[config.mk]
export PLATFORM = sky130hd
export DESIGN_NAME = sink_array_driver
export DESIGN_NICKNAME = d
export VERILOG_FILES = /design/src/rtl/sink_drv_pkg.sv /design/src/rtl/ser_edge_tracker.sv /design/src/rtl/shift_chain.sv /design/src/rtl/hold_bank.sv /design/src/rtl/gate_matrix.sv /design/src/rtl/sink_array_driver.sv
export SDC_FILE = /design/constraint.sdc
export NUM_CORES = 1
export LEC_CHECK = 0
export BUFFER_PORTS_ARGS = -buffer_cell sky130_fd_sc_hd__buf_2
export CORE_MARGIN = 1
export CORE_UTILIZATION = 45
export CTS_CLUSTER_DIAMETER = 30
export DETAILED_ROUTE_END_ITERATION = 7
export PLACE_DENSITY = 0.72
export SETUP_SLACK_MARGIN = 0.02
export SLEW_MARGIN = 20
export SYNTH_ARGS = -nofsm -noshare
export SYNTH_HDL_FRONTEND = slang
export SYNTH_SLANG_ARGS = --single-unit
[constraint.sdc]
create_clock -name clk -period 3.7 [get_ports clk]
set_input_delay 0.37 -clock clk [delete_from_list [all_inputs] [get_ports clk]]
set_output_delay 0.37 -clock clk [all_outputs]
set_load 0.02 [all_outputs]
[src/rtl/sink_drv_pkg.sv]
package sink_drv_pkg;

    // Edge-tracking states for the serial clock
    typedef enum logic [1:0] {
        SC_LOW  = 2'd0,
        SC_HIGH = 2'd1,
        SC_FALL = 2'd2
    } sclk_state_t;

endpackage

[src/rtl/ser_edge_tracker.sv]
module ser_edge_tracker
    import sink_drv_pkg::*;
#(
    parameter int SYNC_STAGES = 2
) (
    input  logic clk,
    input  logic rst_n,
    input  logic ser_clk_i,
    input  logic ser_dat_i,
    output logic step_o,
    output logic bit_o
);

    localparam int TOP = SYNC_STAGES - 1;

    logic [TOP:0] ck_pipe;
    logic [TOP:0] dt_pipe;
    logic         ck_s;
    logic         dt_s;
    logic         held_q;

    sclk_state_t state_q;
    sclk_state_t state_d;

    // Synchronizers for the serial clock and data
    always_ff @(posedge clk or negedge rst_n) begin
        if (!rst_n) begin
            ck_pipe <= '0;
            dt_pipe <= '0;
        end else begin
            ck_pipe <= {ck_pipe[TOP-1:0], ser_clk_i};
            dt_pipe <= {dt_pipe[TOP-1:0], ser_dat_i};
        end
    end

    assign ck_s = ck_pipe[TOP];
    assign dt_s = dt_pipe[TOP];

    // State register
    always_ff @(posedge clk or negedge rst_n) begin
        if (!rst_n) state_q <= SC_LOW;
        else        state_q <= state_d;
    end

    // Next state
    always_comb begin
        state_d = state_q;
        unique case (state_q)
            SC_LOW:  if (ck_s)  state_d = SC_HIGH;             // rise
            SC_HIGH: if (!ck_s) state_d = SC_FALL;             // fall
            SC_FALL: state_d = ck_s ? SC_HIGH : SC_LOW;        // refire / settle
            default: state_d = SC_LOW;
        endcase
    end

    // Data is captured while the serial clock is seen high
    always_ff @(posedge clk or negedge rst_n) begin
        if (!rst_n)                 held_q <= 1'b0;
        else if (state_q == SC_HIGH) held_q <= dt_s;
    end

    // Outputs
    always_comb begin
        step_o = 1'b0;
        unique case (state_q)
            SC_FALL: step_o = 1'b1;
            default: step_o = 1'b0;
        endcase
        bit_o = held_q;
    end


    pulse_single_chk: assert property (@(posedge clk) disable iff (!rst_n)
        step_o |=> !step_o);


    fall_from_high_chk: assert property (@(posedge clk) disable iff (!rst_n)
        (state_q == SC_FALL) |-> ($past(state_q) == SC_HIGH));

endmodule

[src/rtl/shift_chain.sv]
module shift_chain #(
    parameter int WIDTH = 32
) (
    input  logic             clk,
    input  logic             rst_n,
    input  logic             step_i,
    input  logic             bit_i,
    output logic [WIDTH-1:0] stages_o
);

    logic [WIDTH-1:0] sr_q;

    always_ff @(posedge clk or negedge rst_n) begin
        if (!rst_n)      sr_q <= '0;
        else if (step_i) sr_q <= {sr_q[WIDTH-2:0], bit_i};
    end

    assign stages_o = sr_q;


    idle_hold_chk: assert property (@(posedge clk) disable iff (!rst_n)
        !step_i |=> $stable(sr_q));


    entry_bit_chk: assert property (@(posedge clk) disable iff (!rst_n)
        step_i |=> (sr_q[0] == $past(bit_i)) && (sr_q[WIDTH-1:1] == $past(sr_q[WIDTH-2:0])));

endmodule

[src/rtl/hold_bank.sv]
module hold_bank #(
    parameter int WIDTH       = 32,
    parameter int SYNC_STAGES = 2
) (
    input  logic             clk,
    input  logic             rst_n,
    input  logic             open_i,
    input  logic [WIDTH-1:0] d_i,
    output logic [WIDTH-1:0] q_o
);

    localparam int TOP = SYNC_STAGES - 1;

    logic [TOP:0]     en_pipe;
    logic             open_s;
    logic [WIDTH-1:0] q_r;

    always_ff @(posedge clk or negedge rst_n) begin
        if (!rst_n) en_pipe <= '0;
        else        en_pipe <= {en_pipe[TOP-1:0], open_i};
    end

    assign open_s = en_pipe[TOP];

    always_ff @(posedge clk or negedge rst_n) begin
        if (!rst_n)      q_r <= '0;
        else if (open_s) q_r <= d_i;
    end

    assign q_o = q_r;


    closed_hold_chk: assert property (@(posedge clk) disable iff (!rst_n)
        !open_s |=> $stable(q_r));


    open_track_chk: assert property (@(posedge clk) disable iff (!rst_n)
        open_s |=> (q_r == $past(d_i)));

endmodule

[src/rtl/gate_matrix.sv]
module gate_matrix #(
    parameter int WIDTH = 32
) (
    input  logic             gate_i,
    input  logic             sense_i,
    input  logic [WIDTH-1:0] q_i,
    output logic [WIDTH-1:0] on_o
);

    for (genvar g = 0; g < WIDTH; g++) begin : g_ch
        always_comb begin
            if (gate_i) on_o[g] = sense_i ? q_i[g] : ~q_i[g];
            else        on_o[g] = ~sense_i;
        end
    end

endmodule

[src/rtl/sink_array_driver.sv]
module sink_array_driver #(
    parameter int CHANNELS    = 32,
    parameter int SYNC_STAGES = 2
) (
    input  logic                clk,
    input  logic                rst_n,
    input  logic                ser_clk_i,
    input  logic                ser_dat_i,
    input  logic                load_en_i,
    input  logic                gate_i,
    input  logic                sense_i,
    output logic                chain_o,
    output logic [CHANNELS-1:0] sink_on_o
);

    localparam int LAST = CHANNELS - 1;

    logic                step;
    logic                nbit;
    logic [CHANNELS-1:0] stages;
    logic [CHANNELS-1:0] held;

    ser_edge_tracker #(.SYNC_STAGES(SYNC_STAGES)) u_edge (
        .clk       (clk),
        .rst_n     (rst_n),
        .ser_clk_i (ser_clk_i),
        .ser_dat_i (ser_dat_i),
        .step_o    (step),
        .bit_o     (nbit)
    );

    shift_chain #(.WIDTH(CHANNELS)) u_sr (
        .clk      (clk),
        .rst_n    (rst_n),
        .step_i   (step),
        .bit_i    (nbit),
        .stages_o (stages)
    );

    hold_bank #(.WIDTH(CHANNELS), .SYNC_STAGES(SYNC_STAGES)) u_hold (
        .clk    (clk),
        .rst_n  (rst_n),
        .open_i (load_en_i),
        .d_i    (stages),
        .q_o    (held)
    );

    gate_matrix #(.WIDTH(CHANNELS)) u_gate (
        .gate_i  (gate_i),
        .sense_i (sense_i),
        .q_i     (held),
        .on_o    (sink_on_o)
    );

    assign chain_o = stages[LAST];


    blank_uniform_chk: assert property (@(posedge clk) disable iff (!rst_n)
        !gate_i |-> (($countones(sink_on_o) == 0) || ($countones(sink_on_o) == CHANNELS)));


    chain_moves_on_step_chk: assert property (@(posedge clk) disable iff (!rst_n)
        !step |=> $stable(chain_o));

endmodule

==> run_summary.xml <==
<?xml version="1.0" encoding="UTF-8"?>
<metrics>
  <group name="run_status">
    <metric name="outcome" unit="">completed</metric>
  </group>
  <group name="floorplanning">
    <metric name="floorplan.initialDensity" unit="%">47.1</metric>
    <metric name="dieWidth" unit="um">86.8</metric>
    <metric name="ios" unit="">40</metric>
    <metric name="design.die.area" unit="um2">7530</metric>
    <metric name="die_y" unit="um">86.8</metric>
    <metric name="floorplan.core_area" unit="um2">6870</metric>
    <metric name="rows" unit="">30</metric>
  </group>
  <group name="layout">
    <metric name="finalInstanceArea" unit="um2">3660</metric>
    <metric name="area_growth_syn_to_fin" unit="%">13.3</metric>
    <metric name="antennaDiodeCount" unit="">0</metric>
    <metric name="finish.net_count" unit="">266</metric>
    <metric name="fillCellCount" unit="">589</metric>
    <metric name="fin_util" unit="%">53.3</metric>
    <metric name="share_of_post_route_cells_with_drive_strength_above_1" unit="%">45.5</metric>
    <metric name="ff_latch_area" unit="um2">1830</metric>
    <metric name="non_filler_cells_final" unit="">360</metric>
    <metric name="multi_input_comb_area" unit="um2">1280</metric>
  </group>
  <group name="routing">
    <metric name="route.detailed.drc" unit="">0</metric>
    <metric name="antenna_violating_nets_post_route" unit="">0</metric>
    <metric name="detailed_route_wire_length" unit="um">4720</metric>
    <metric name="dr.first_iter.drc_count" unit="">50</metric>
    <metric name="num_vias" unit="">1665</metric>
    <metric name="drt_pre_antenna_iters" unit="">2</metric>
    <metric name="avgViaCountPerCell" unit="">4.63</metric>
    <metric name="detail_route.wl_per_cell" unit="um">13.1</metric>
  </group>
  <group name="power_and_ir_drop">
    <metric name="p_per_area" unit="nW/um2">499</metric>
    <metric name="report.power.total" unit="mW">1.83</metric>
    <metric name="ir_worst_vdd" unit="uV">358</metric>
    <metric name="power.leakage" unit="nW">1.77</metric>
  </group>
  <group name="timing">
    <metric name="setup-tns-final" unit="ns">0</metric>
    <metric name="number_of_pins_exceeding_their_max_slew_limit_in_the_final_report" unit="">0</metric>
    <metric name="final_min_period_over_clock_period" unit="%">49.1</metric>
    <metric name="hold_viol_final" unit="">0</metric>
    <metric name="setup_slack" unit="ns">1.88</metric>
    <metric name="timing.clock.skew" unit="ns">0.00758</metric>
    <metric name="finalHoldWorstSlack" unit="ns">0.0505</metric>
    <metric name="setup_repair_after_global_routing_missed_its_margin" unit="">no</metric>
    <metric name="finalSetupViolCount" unit="">0</metric>
    <metric name="slew_headroom" unit="%">40.7</metric>
    <metric name="tightest_slew" unit="ns">0.890</metric>
    <metric name="period_needed" unit="ns">1.82</metric>
    <metric name="max_clock_freq" unit="MHz">550</metric>
  </group>
  <group name="placement">
    <metric name="place.gp.congestion" unit="">0.690</metric>
    <metric name="dp_hpwl" unit="um">3000</metric>
    <metric name="detailed_place.area" unit="um2">3430</metric>
    <metric name="placedCellCount" unit="">343</metric>
    <metric name="dp_slack" unit="ns">1.80</metric>
    <metric name="numPortBuffers" unit="">39</metric>
  </group>
  <group name="worst_setup_path">
    <metric name="worstSetupEndpointType" unit="">output pin</metric>
    <metric name="crit_path_max_fanout" unit="">32</metric>
    <metric name="cp.buffers_inverters" unit="">2</metric>
    <metric name="worstSetupPathType" unit="">input port to output pin</metric>
    <metric name="timing.critical_path.slowest_stage_cell" unit="">sky130_fd_sc_hd__buf_2</metric>
    <metric name="worst_path_largest_cell_delay" unit="ns">0.67</metric>
    <metric name="timing.critical_path.arrival" unit="ns">1.45</metric>
    <metric name="crit_path_cell_trace" unit="">buf_2 -&gt; xor2_1 -&gt; buf_2</metric>
    <metric name="crit_path_start_kind" unit="">input port</metric>
    <metric name="kind_of_cell_with_the_highest_combined_delay_on_the_critical_path" unit="">buffers and inverters</metric>
    <metric name="path_common_cell" unit="">sky130_fd_sc_hd__buf_2</metric>
    <metric name="required_time_of_the_critical_path" unit="ns">3.33</metric>
  </group>
  <group name="global_routing">
    <metric name="globalRouteOverflowTotal" unit="">0</metric>
    <metric name="first_global_vias" unit="">1648</metric>
    <metric name="grt_util_all_layers" unit="%">14.2</metric>
    <metric name="antenna_found_initial" unit="">0</metric>
    <metric name="grt_max_degree" unit="">51</metric>
    <metric name="wire_length_of_the_first_global_routing_pass" unit="um">8050</metric>
  </group>
  <group name="yosys">
    <metric name="synth_xor_area_share" unit="%">8.67</metric>
    <metric name="synth_top_family_by_area" unit="">multiplexers</metric>
    <metric name="synth-compound-area-share" unit="%">0.232</metric>
    <metric name="syn_avg_cell_area" unit="um2">14.6</metric>
    <metric name="synth.area.top_cells" unit="">sky130_fd_sc_hd__dfrtp_1 57%, sky130_fd_sc_hd__mux2_4 14%, sky130_fd_sc_hd__mux2_2 11%</metric>
    <metric name="syn-num-nets" unit="">228</metric>
    <metric name="ys_seq_area_share" unit="%">56.5</metric>
    <metric name="fraction_of_the_mapped_netlist_area_in_adder_cells" unit="%">0</metric>
    <metric name="synth_top_cell_by_area" unit="">sky130_fd_sc_hd__dfrtp_1</metric>
    <metric name="netlist-cell-type-count" unit="">15</metric>
    <metric name="synth.cell_area" unit="um2">3230</metric>
    <metric name="synth-seq-cells" unit="">73</metric>
    <metric name="synth_top_area_share" unit="%">56.5</metric>
    <metric name="yosysWarningCount" unit="">0</metric>
    <metric name="post_synth_and_or_nand_nor_area_fraction" unit="%">4.22</metric>
    <metric name="synthCells" unit="">221</metric>
    <metric name="synth_mux_area_share" unit="%">26.1</metric>
  </group>
  <group name="clock_tree">
    <metric name="tritoncts" unit="">yes</metric>
    <metric name="h-tree-depth" unit="">3</metric>
    <metric name="ctsHoldBuffers" unit="">0</metric>
    <metric name="cts_resized" unit="">0</metric>
    <metric name="worst_skew_pair.late_latency" unit="ns">0.34</metric>
    <metric name="clock_root_buffer_master" unit="">sky130_fd_sc_hd__clkbuf_8</metric>
    <metric name="clk_pin_slew_worst_paths" unit="ns">0.06</metric>
    <metric name="clkSinkCount" unit="">73</metric>
    <metric name="tritoncts.num_buffers" unit="">9</metric>
    <metric name="cts.path.max_buffers" unit="">2</metric>
    <metric name="postCtsSetupBuffers" unit="">0</metric>
  </group>
  <group name="worst_hold_path">
    <metric name="hold_path_class" unit="">input port to async pin</metric>
  </group>
  <group name="flow_run">
    <metric name="max-cap-violations" unit="">0</metric>
  </group>
</metrics>
layout by cell type, fill, tap and decap left out:
master and count:
sky130_fd_sc_hd__xor2_1 32, sky130_fd_sc_hd__clkinv_2 1, sky130_fd_sc_hd__mux2_2 33, sky130_fd_sc_hd__clkbuf_8 12
sky130_fd_sc_hd__buf_12 1, sky130_fd_sc_hd__bufinv_16 1, sky130_fd_sc_hd__nand2_1 32, sky130_fd_sc_hd__a21boi_0 1
sky130_fd_sc_hd__buf_4 3, sky130_fd_sc_hd__dfrtp_1 73, sky130_fd_sc_hd__mux2_1 2, sky130_fd_sc_hd__clkbuf_1 2
sky130_fd_sc_hd__nor2b_4 1, sky130_fd_sc_hd__nor2_1 1, sky130_fd_sc_hd__mux2_4 30, sky130_fd_sc_hd__nand2b_1 1
sky130_fd_sc_hd__buf_2 38
state kept, by name (all words and copies together), names as in the netlist:
name	flops
u_hold.q_o	32
u_sr.stages_o	32
u_edge.ck_pipe	2
u_edge.dt_pipe	2
u_edge.state_q	2
u_hold.en_pipe	2
u_edge.bit_o	1
layout make-up:
type | instances | share of cell area [%]
Clock inverter | 2 | 0.956
Clock buffer | 14 | 4.71
Tap cell | 96 | 3.28
Multi-Input combinational cell | 133 | 34.8
Sequential cell | 73 | 49.9
Timing Repair Buffer | 42 | 6.35
Yosys cell counts:
| cell | number |
|---|---|
| sky130_fd_sc_hd__dfrtp_1 | 73 |
| sky130_fd_sc_hd__mux2_2 | 33 |
| sky130_fd_sc_hd__nand2_1 | 32 |
| sky130_fd_sc_hd__xor2_1 | 32 |
| sky130_fd_sc_hd__mux2_4 | 30 |
| sky130_fd_sc_hd__buf_2 | 5 |
| sky130_fd_sc_hd__buf_4 | 5 |
| sky130_fd_sc_hd__buf_12 | 3 |
| sky130_fd_sc_hd__mux2_1 | 2 |
| sky130_fd_sc_hd__a21boi_0 | 1 |
| sky130_fd_sc_hd__buf_6 | 1 |
| sky130_fd_sc_hd__clkbuf_1 | 1 |
| sky130_fd_sc_hd__nand2b_1 | 1 |
| sky130_fd_sc_hd__nor2_1 | 1 |
| sky130_fd_sc_hd__nor2b_1 | 1 |
worst paths after layout:
path	start	slack (ns)	depth (start not counted)	to
min reg2reg	u_edge.dt_pipe[0]	0.35	0	u_edge.dt_pipe[1]
max in group asynchronous	rst_n	2.90	2	u_hold.q_o[28]
max reg2reg	u_hold.en_pipe[1]	2.06	2	u_hold.q_o[23]
min in group clk	ser_clk_i	0.14	1	u_edge.ck_pipe[0]
max	sense_i	1.88	3	sink_on_o[3]
min	rst_n	0.05	1	u_hold.q_o[0]
power by group:
group / total [mW] / switching, mW / internal [mW]
Combinational: 0.262 / 0.134 / 0.128
Sequential: 0.932 / 0.0561 / 0.876
Clock: 0.633 / 0.266 / 0.366
logic make-up after synthesis:
group,after synthesis
muxes,65
buffers and inverters,15
DFF,73
and+or+nand+nor,35
AOI/OAI and AO/OA,1
xor gates and xnor gates,32
routing by layer:
metal / share of wire, % / wire length (um) / track usage, % / up-vias
met3: 3.1 / 145 / 3.14 / 9
met1: 49 / 2330 / 19.7 / 824
li1: - / - / - / 803
met5: 0 / 0 / 0 / -
met2: 45 / 2150 / 20.8 / 29
met4: 2.0 / 94 / 8.18 / 0
Power figures use the tool's default switching activity.
